### src/rtl/seu_tester_pkg.sv
package seu_tester_pkg;

    typedef enum logic {
        PAT_SQUARE = 1'b0,
        PAT_PRBS7  = 1'b1
    } pat_mode_e;

    localparam logic [6:0] PAT_SEED = 7'b1111110;

    // Next generator state for the chosen pattern.
    function automatic logic [6:0] pat_next(input pat_mode_e m, input logic [6:0] s);
        if (m == PAT_PRBS7) begin
            return {s[5:0], s[6] ^ s[5]};
        end
        return {s[6:1], ~s[0]};
    endfunction

    // Bit presented by a generator state.
    function automatic logic pat_out(input pat_mode_e m, input logic [6:0] s);
        return (m == PAT_PRBS7) ? s[6] : s[0];
    endfunction

endpackage

### src/rtl/seu_pattern_gen.sv
module seu_pattern_gen
    import seu_tester_pkg::*;
(
    input  logic      clk,
    input  logic      rst_n,
    input  logic      load,
    input  logic      adv,
    input  pat_mode_e mode,
    output logic      bit_o
);

    typedef struct packed {
        logic [6:0] lfsr;
    } gen_t;

    gen_t gen_d, gen_q;

    always_comb begin
        gen_d = gen_q;
        if (load) begin
            gen_d.lfsr = PAT_SEED;
        end else if (adv) begin
            gen_d.lfsr = pat_next(mode, gen_q.lfsr);
        end
    end

    always_ff @(posedge clk or negedge rst_n) begin
        if (!rst_n) begin
            gen_q <= '{lfsr: PAT_SEED};
        end else begin
            gen_q <= gen_d;
        end
    end

    assign bit_o = pat_out(mode, gen_q.lfsr);

    // the PRBS register never locks up in the all-zero state
    p_prbs_alive_r4: assert property (@(posedge clk) disable iff (!rst_n)
        (mode == PAT_PRBS7) |-> (gen_q.lfsr != 7'd0));

    // the square wave changes on every step
    p_square_toggles_r3: assert property (@(posedge clk) disable iff (!rst_n)
        (adv && !load && mode == PAT_SQUARE) |=> (bit_o != $past(bit_o)));

endmodule

### src/rtl/seu_shift_chain.sv
module seu_shift_chain #(
    parameter int unsigned LEN = 256
) (
    input  logic clk,
    input  logic rst_n,
    input  logic shift,
    input  logic din,
    output logic dout
);

    typedef struct packed {
        logic [LEN-1:0] bits;
    } chain_t;

    chain_t ch_d, ch_q;

    always_comb begin
        ch_d = ch_q;
        if (shift) begin
            ch_d.bits = {ch_q.bits[LEN-2:0], din};
        end
    end

    always_ff @(posedge clk or negedge rst_n) begin
        if (!rst_n) begin
            ch_q <= '0;
        end else begin
            ch_q <= ch_d;
        end
    end

    assign dout = ch_q.bits[LEN-1];

    // a halted chain keeps its output
    p_hold_when_idle_r11: assert property (@(posedge clk) disable iff (!rst_n)
        !shift |=> $stable(dout));

    // the head stage captures the incoming bit
    p_head_capture_r5: assert property (@(posedge clk) disable iff (!rst_n)
        shift |=> (ch_q.bits[0] == $past(din)));

endmodule

### src/rtl/seu_run_timer.sv
module seu_run_timer #(
    parameter int unsigned     RUN_W      = 36,
    parameter longint unsigned RUN_CYCLES = 64'd43_200_000_000,
    parameter int unsigned     FILL       = 256
) (
    input  logic clk,
    input  logic rst_n,
    input  logic start,
    output logic active,
    output logic compare_en,
    output logic done
);

    localparam logic [RUN_W-1:0] LAST   = RUN_W'(RUN_CYCLES - 64'd1);
    localparam logic [RUN_W-1:0] FILL_V = RUN_W'(FILL);

    typedef struct packed {
        logic [RUN_W-1:0] elapsed;
        logic             running;
        logic             finished;
    } tmr_t;

    tmr_t tm_d, tm_q;

    always_comb begin
        tm_d = tm_q;
        if (start) begin
            tm_d.elapsed  = '0;
            tm_d.running  = 1'b1;
            tm_d.finished = 1'b0;
        end else if (tm_q.running) begin
            if (tm_q.elapsed == LAST) begin
                tm_d.running  = 1'b0;
                tm_d.finished = 1'b1;
            end else begin
                tm_d.elapsed = tm_q.elapsed + 1'b1;
            end
        end
    end

    always_ff @(posedge clk or negedge rst_n) begin
        if (!rst_n) begin
            tm_q <= '0;
        end else begin
            tm_q <= tm_d;
        end
    end

    assign active     = tm_q.running;
    assign compare_en = tm_q.running && (tm_q.elapsed >= FILL_V);
    assign done       = tm_q.finished;

    // a run is never both active and finished
    p_exclusive_r10: assert property (@(posedge clk) disable iff (!rst_n)
        !(active && done));

    // done stays up until a new start
    p_done_holds_r10: assert property (@(posedge clk) disable iff (!rst_n)
        (done && !start) |=> done);

    // done only rises at the end of a run
    p_done_after_run_r10: assert property (@(posedge clk) disable iff (!rst_n)
        $rose(done) |-> $past(active));

    // comparison is only ever enabled inside an active run
    p_window_inside_r6: assert property (@(posedge clk) disable iff (!rst_n)
        compare_en |-> active);

endmodule

### src/rtl/seu_tmr_counter.sv
module seu_tmr_counter #(
    parameter int unsigned W = 32
) (
    input  logic         clk,
    input  logic         rst_n,
    input  logic         clear,
    input  logic         inc,
    output logic [W-1:0] count_o
);

    localparam int unsigned  COPIES = 3;
    localparam logic [W-1:0] MAX    = '1;

    typedef struct packed {
        logic [COPIES-1:0][W-1:0] copy;
    } cnt_t;

    cnt_t cn_d, cn_q;
    logic [W-1:0] voted;
    logic [W-1:0] next_val;

    always_comb begin
        voted = (cn_q.copy[0] & cn_q.copy[1])
              | (cn_q.copy[0] & cn_q.copy[2])
              | (cn_q.copy[1] & cn_q.copy[2]);
        if (clear) begin
            next_val = '0;
        end else if (inc && (voted != MAX)) begin
            next_val = voted + 1'b1;
        end else begin
            next_val = voted;
        end
    end

    for (genvar i = 0; i < COPIES; i++) begin : g_copy
        always_comb begin
            cn_d.copy[i] = next_val;
        end
    end

    always_ff @(posedge clk or negedge rst_n) begin
        if (!rst_n) begin
            cn_q <= '0;
        end else begin
            cn_q <= cn_d;
        end
    end

    assign count_o = voted;

    // all copies agree after every write-back
    p_copies_agree_r9: assert property (@(posedge clk) disable iff (!rst_n)
        (cn_q.copy[0] == cn_q.copy[1]) && (cn_q.copy[1] == cn_q.copy[2]));

    // the tally moves by at most one per cycle
    p_step_one_r7: assert property (@(posedge clk) disable iff (!rst_n)
        !clear |=> ((count_o == $past(count_o)) || (count_o == $past(count_o) + 1'b1)));

    // an error below the ceiling is always counted
    p_counts_r7: assert property (@(posedge clk) disable iff (!rst_n)
        (!clear && inc && count_o != MAX) |=> (count_o == $past(count_o) + 1'b1));

    // a full tally stays full
    p_no_overflow_r8: assert property (@(posedge clk) disable iff (!rst_n)
        (!clear && count_o == MAX) |=> (count_o == MAX));

    // clearing empties the tally
    p_clear_r2: assert property (@(posedge clk) disable iff (!rst_n)
        clear |=> (count_o == '0));

endmodule

### src/rtl/seu_chain_tester.sv
module seu_chain_tester
    import seu_tester_pkg::*;
#(
    parameter int unsigned     CHAIN_LEN  = 256,
    parameter int unsigned     CNT_W      = 32,
    parameter int unsigned     RUN_W      = 36,
    parameter longint unsigned RUN_CYCLES = 64'd43_200_000_000
) (
    input  logic             clk,
    input  logic             rst_n,
    input  logic             start,
    input  logic             mode,
    input  logic             upset_in,
    output logic             chain_out,
    output logic             done,
    output logic [CNT_W-1:0] error_count
);

    typedef struct packed {
        pat_mode_e mode;
    } cfg_t;

    cfg_t cfg_d, cfg_q;

    logic active, compare_en;
    logic lead_bit, twin_bit;
    logic step_lead, step_twin, mismatch;

    always_comb begin
        cfg_d = cfg_q;
        if (start) begin
            cfg_d.mode = pat_mode_e'(mode);
        end
    end

    always_ff @(posedge clk or negedge rst_n) begin
        if (!rst_n) begin
            cfg_q <= '{mode: PAT_SQUARE};
        end else begin
            cfg_q <= cfg_d;
        end
    end

    assign step_lead = active && !start;
    assign step_twin = compare_en && !start;
    assign mismatch  = step_twin && (chain_out != twin_bit);

    seu_run_timer #(
        .RUN_W      (RUN_W),
        .RUN_CYCLES (RUN_CYCLES),
        .FILL       (CHAIN_LEN)
    ) u_timer (
        .clk        (clk),
        .rst_n      (rst_n),
        .start      (start),
        .active     (active),
        .compare_en (compare_en),
        .done       (done)
    );

    seu_pattern_gen u_lead (
        .clk   (clk),
        .rst_n (rst_n),
        .load  (start),
        .adv   (step_lead),
        .mode  (cfg_q.mode),
        .bit_o (lead_bit)
    );

    seu_pattern_gen u_twin (
        .clk   (clk),
        .rst_n (rst_n),
        .load  (start),
        .adv   (step_twin),
        .mode  (cfg_q.mode),
        .bit_o (twin_bit)
    );

    seu_shift_chain #(
        .LEN (CHAIN_LEN)
    ) u_chain (
        .clk   (clk),
        .rst_n (rst_n),
        .shift (step_lead),
        .din   (lead_bit ^ upset_in),
        .dout  (chain_out)
    );

    seu_tmr_counter #(
        .W (CNT_W)
    ) u_errs (
        .clk     (clk),
        .rst_n   (rst_n),
        .clear   (start),
        .inc     (mismatch),
        .count_o (error_count)
    );

    // the tally is frozen while no run is active
    p_idle_frozen_r11: assert property (@(posedge clk) disable iff (!rst_n)
        (!active && !start) |=> $stable(error_count));

    // the expected stream only advances inside the window
    p_twin_lags_r6: assert property (@(posedge clk) disable iff (!rst_n)
        step_twin |-> step_lead);

endmodule

### config.mk
export PLATFORM = sky130hd
export DESIGN_NAME = seu_chain_tester
export DESIGN_NICKNAME = d
export VERILOG_FILES = /design/src/rtl/seu_tester_pkg.sv /design/src/rtl/seu_pattern_gen.sv /design/src/rtl/seu_shift_chain.sv /design/src/rtl/seu_run_timer.sv /design/src/rtl/seu_tmr_counter.sv /design/src/rtl/seu_chain_tester.sv
export SDC_FILE = /design/constraint.sdc
export NUM_CORES = 1
export LEC_CHECK = 0
export BUFFER_PORTS_ARGS = -buffer_cell sky130_fd_sc_hd__clkbuf_2
export CORE_MARGIN = 4
export CORE_UTILIZATION = 35
export CTS_BUF_LIST = sky130_fd_sc_hd__clkbuf_16
export CTS_CLUSTER_SIZE = 30
export DETAILED_ROUTE_END_ITERATION = 16
export SKIP_LAST_GASP = 1
export SLEW_MARGIN = 20
export SYNTH_ARGS = -nofsm -noshare
export SYNTH_HDL_FRONTEND = slang
export SYNTH_SLANG_ARGS = --single-unit
### constraint.sdc
create_clock -name clk -period 3.2 [get_ports clk]
set_clock_uncertainty 0.15 [all_clocks]
set_input_delay 0 -clock clk [delete_from_list [all_inputs] [get_ports clk]]
set_output_delay 0 -clock clk [all_outputs]
set_load 0.1 [all_outputs]
==> flow_metrics.tcl <==
set metrics [dict create \
    tightest_slew_ps 1010 \
    fmax_ghz 0.358 \
    cp-start-kind "flop" \
    syn_avg_cell_area_um2 13.5 \
    final_util_pct 41.1 \
    post_cts_buffers 0 \
    routedWlPerCell_um 13.6 \
    vias 7853 \
    syn_to_final_growth_pct 15.1 \
    critPathSlowestCell "or3b_1" \
    multiInputGateArea_um2 5120 \
    grt_max_degree 132 \
    setup_viol 0 \
    yosys_warnings 0 \
    synthArstFlopShare_pct 100 \
    die_h_um 207 \
    root_buffer "clkbuf_16" \
    post-route-period-util_pct 87.2 \
    yosysTopAreaCell "dfrtp_1" \
    power_frac_comb_pct 5.1 \
    rsz0062_at_grt "no" \
    dp_hpwl_um 13200 \
    grt_pass1_vias 8083 \
    required_ps 3490 \
    routed_wl_um 22100 \
    p_sw_share_pct 21.4 \
    die_area_um2 42900 \
    start_util_pct 35.7 \
    cts_tree "yes" \
    clockBufferDepth 3 \
    hold_viol 0 \
    path_max_fanout 21 \
    num_rows 72 \
    pwr-share-clk_pct 44.1 \
    dr.pass1.iters 4 \
    hold_path_class "in -> reg" \
    yosysSeqAreaShare_pct 61.6 \
    io_pins 39 \
    status "finished, final reports clean" \
    core_um2 38900 \
    grt_pass1_wl_um 38800 \
    die_x_um 207 \
    drc 0 \
    vias_per_cell 4.84 \
    clkTransAtPathRegs_ps 60 \
    p_leak_nw 7.67 \
    cp_top_family "simple AND/OR/NAND/NOR gates" \
    cp_slowest_stage_delay_ps 610 \
    power.share.sequential_pct 50.7 \
    min_period_ps 2790 \
    drv_slew 0 \
    clock_sinks 341 \
    p_switching_mw 1.94 \
    yosysTopAreaCellShare_pct 59.3 \
    end_kind "flop" \
    slew_headroom_pct 31.8 \
    antenna_found_initial 0 \
    power_density_nw_per_um2 567 \
    ir_drop_v 0.000413 \
    ant_nets 0 \
    synth-edff-count 0 \
    grtUsageTotal_pct 10.3 \
    n_antenna_cell 0 \
    arrival_ps 3080 \
    crit_top_cell "and3_1" \
    seq_area_um2 8550 \
    htreeDepth 2 \
    synthTopCellsByCount "dfrtp_1 (329), mux2_2 (261), nor2_1 (62)" \
    syn_inst 1030 \
    worstPathCellList "ha_1 > and3_1 > and3_1 > nand4bb_1 > or3b_1 > or4_1 > a21oi_1" \
    setup_tns_ps 0 \
    synth_seq_cells 341 \
    yosys-top-cells-area "dfrtp_1 (59%), mux2_2 (21%), dfstp_2 (2.3%)" \
    gp_congestion 0.783 \
    clkLatencyLatePin_ps 520 \
    synth.net_count 1038 \
    numCtsBuffers 36 \
    drt-initial-drc-count 477 \
    maxCapViolations 0 \
    grt.overflow.total 0 \
    port_buffers 38 \
    crit_buf_inv 0 \
    yosysMostFrequentCell "dfrtp_1" \
    p_int_mw 7.12 \
    nNetsFinal 1090 \
    synthFlopType "dfrtp_1" \
    path_class "reg -> reg" \
    nFillCells 3602 \
    synth_area_um2 13900 \
    yosysUniqueCellTypes 45 \
    drive_above_1_share_pct 35.0 \
]
per-layer routing:
layer | track usage [%] | up-vias | wire [um]
met1 | 14.2 | 3932 | 10800
met5 | 0 | - | 0
met3 | 2.30 | 39 | 922
li1 | - | 3758 | -
met4 | 3.01 | 0 | 452
met2 | 16.4 | 124 | 9930
tightest hold or removal path, stage by stage:
cell,delay [ps]
dlygate4sd3_1,520
clkbuf_2,120
mux2_2,140
power groups by stage:
| stage | clock (mW) | sequential [mW] | combinational (mW) |
|---|---|---|---|
| finish | 4.00 | 4.60 | 0.467 |
| global route | 4.31 | 4.62 | 0.528 |
| CTS | 4.15 | 4.60 | 0.484 |
| detailed placement | 0 | 4.68 | 0.470 |
| global placement | 0 | 4.67 | 0.457 |
| floorplan | 0 | 4.65 | 0.319 |
cell usage in the layout, fill, tap and decap left out, types with 2 or more instances in the layout:
master         instances
nor3_1                18
nand3_1               39
xnor2_1               25
clkbuf_2              37
o21ai_0               13
mux2_2               261
nand4b_1               2
and2_1                 2
dfrtp_1              329
nand4_1               24
and4_1                 5
inv_1                 23
or4_1                  3
clkbuf_16             38
clkinv_2               6
ha_1                   3
a21oi_1               21
nor2_1                61
dfstp_2               12
clkinv_1               3
xor2_1                18
nor2b_1                5
dlygate4sd3_1          5
nand2_1               52
buf_12                 6
and3_1                10
nor4_1                14
or3_1                 15
or2_2                  4
mux2i_1               13
bufinv_16              3
buf_4                  9
o311ai_1               2
o31ai_1                4
cell type report:
type | instances | share of cell area, %
timing repair buffer | 59 | 2.91
clock inverter | 24 | 1.21
inverter | 13 | 0.305
multi-input combinational | 631 | 32.1
sequential | 341 | 53.5
tap | 518 | 4.06
clock buffer | 38 | 5.95
cell families after synthesis:
logic type / after synthesis / share of synthesized area, %
and+or+nand+nor: 263 / 9.62
DFF: 341 / 61.6
adders and majority gates: 3 / 0.270
buffers and inverters: 58 / 1.59
muxes: 274 / 22.1
AOI/OAI and AO/OA: 47 / 2.03
xor gates and xnor gates: 44 / 2.83
sequential cells by signal, summed over array words and instances, names as in the netlist:
| name | count |
|---|---|
| u_twin.gen_q | 7 |
| cfg_q | 1 |
| u_timer.tm_q | 36 |
| u_errs.cn_q | 32 |
| u_chain.ch_q | 256 |
| u_timer.active | 1 |
| u_timer.done | 1 |
| u_lead.gen_q | 7 |
final timing paths:
| kind | start | endpoint | slack (ps) | cells after the start |
|---|---|---|---|---|
| max | u_errs.cn_q[0] | u_errs.cn_q[21] | 410 | 7 |
| min | mode | cfg_q | 170 | 3 |
| max reg2reg | u_errs.cn_q[0] | u_errs.cn_q[21] | 410 | 7 |
| min reg2reg | u_lead.gen_q[3] | u_lead.gen_q[3] | 330 | 2 |
| max in group asynchronous | rst_n | u_twin.gen_q[1] | 1830 | 4 |
| min in group asynchronous | rst_n | u_chain.ch_q[239] | 380 | 3 |
stage by stage:
step	worst slack (ps)	std cells	cell area, um^2	total power, mW	hold WS, ps
after global placement	485	1556	14800	5.13	-67.1
final	409	1624	16000	9.06	167
after detailed placement	421	1556	14800	5.15	-54.8
after CTS	405	1624	16000	9.24	142
after floorplan	143	1030	13900	4.97	-446
after global routing	236	1624	16000	9.46	173
timing repair:
item,in CTS,in global routing
hold endpoints to repair,343,0
gates resized for setup,0,0
hold buffers,6,0
No activity file was read; power rests on OpenSTA's default activity.
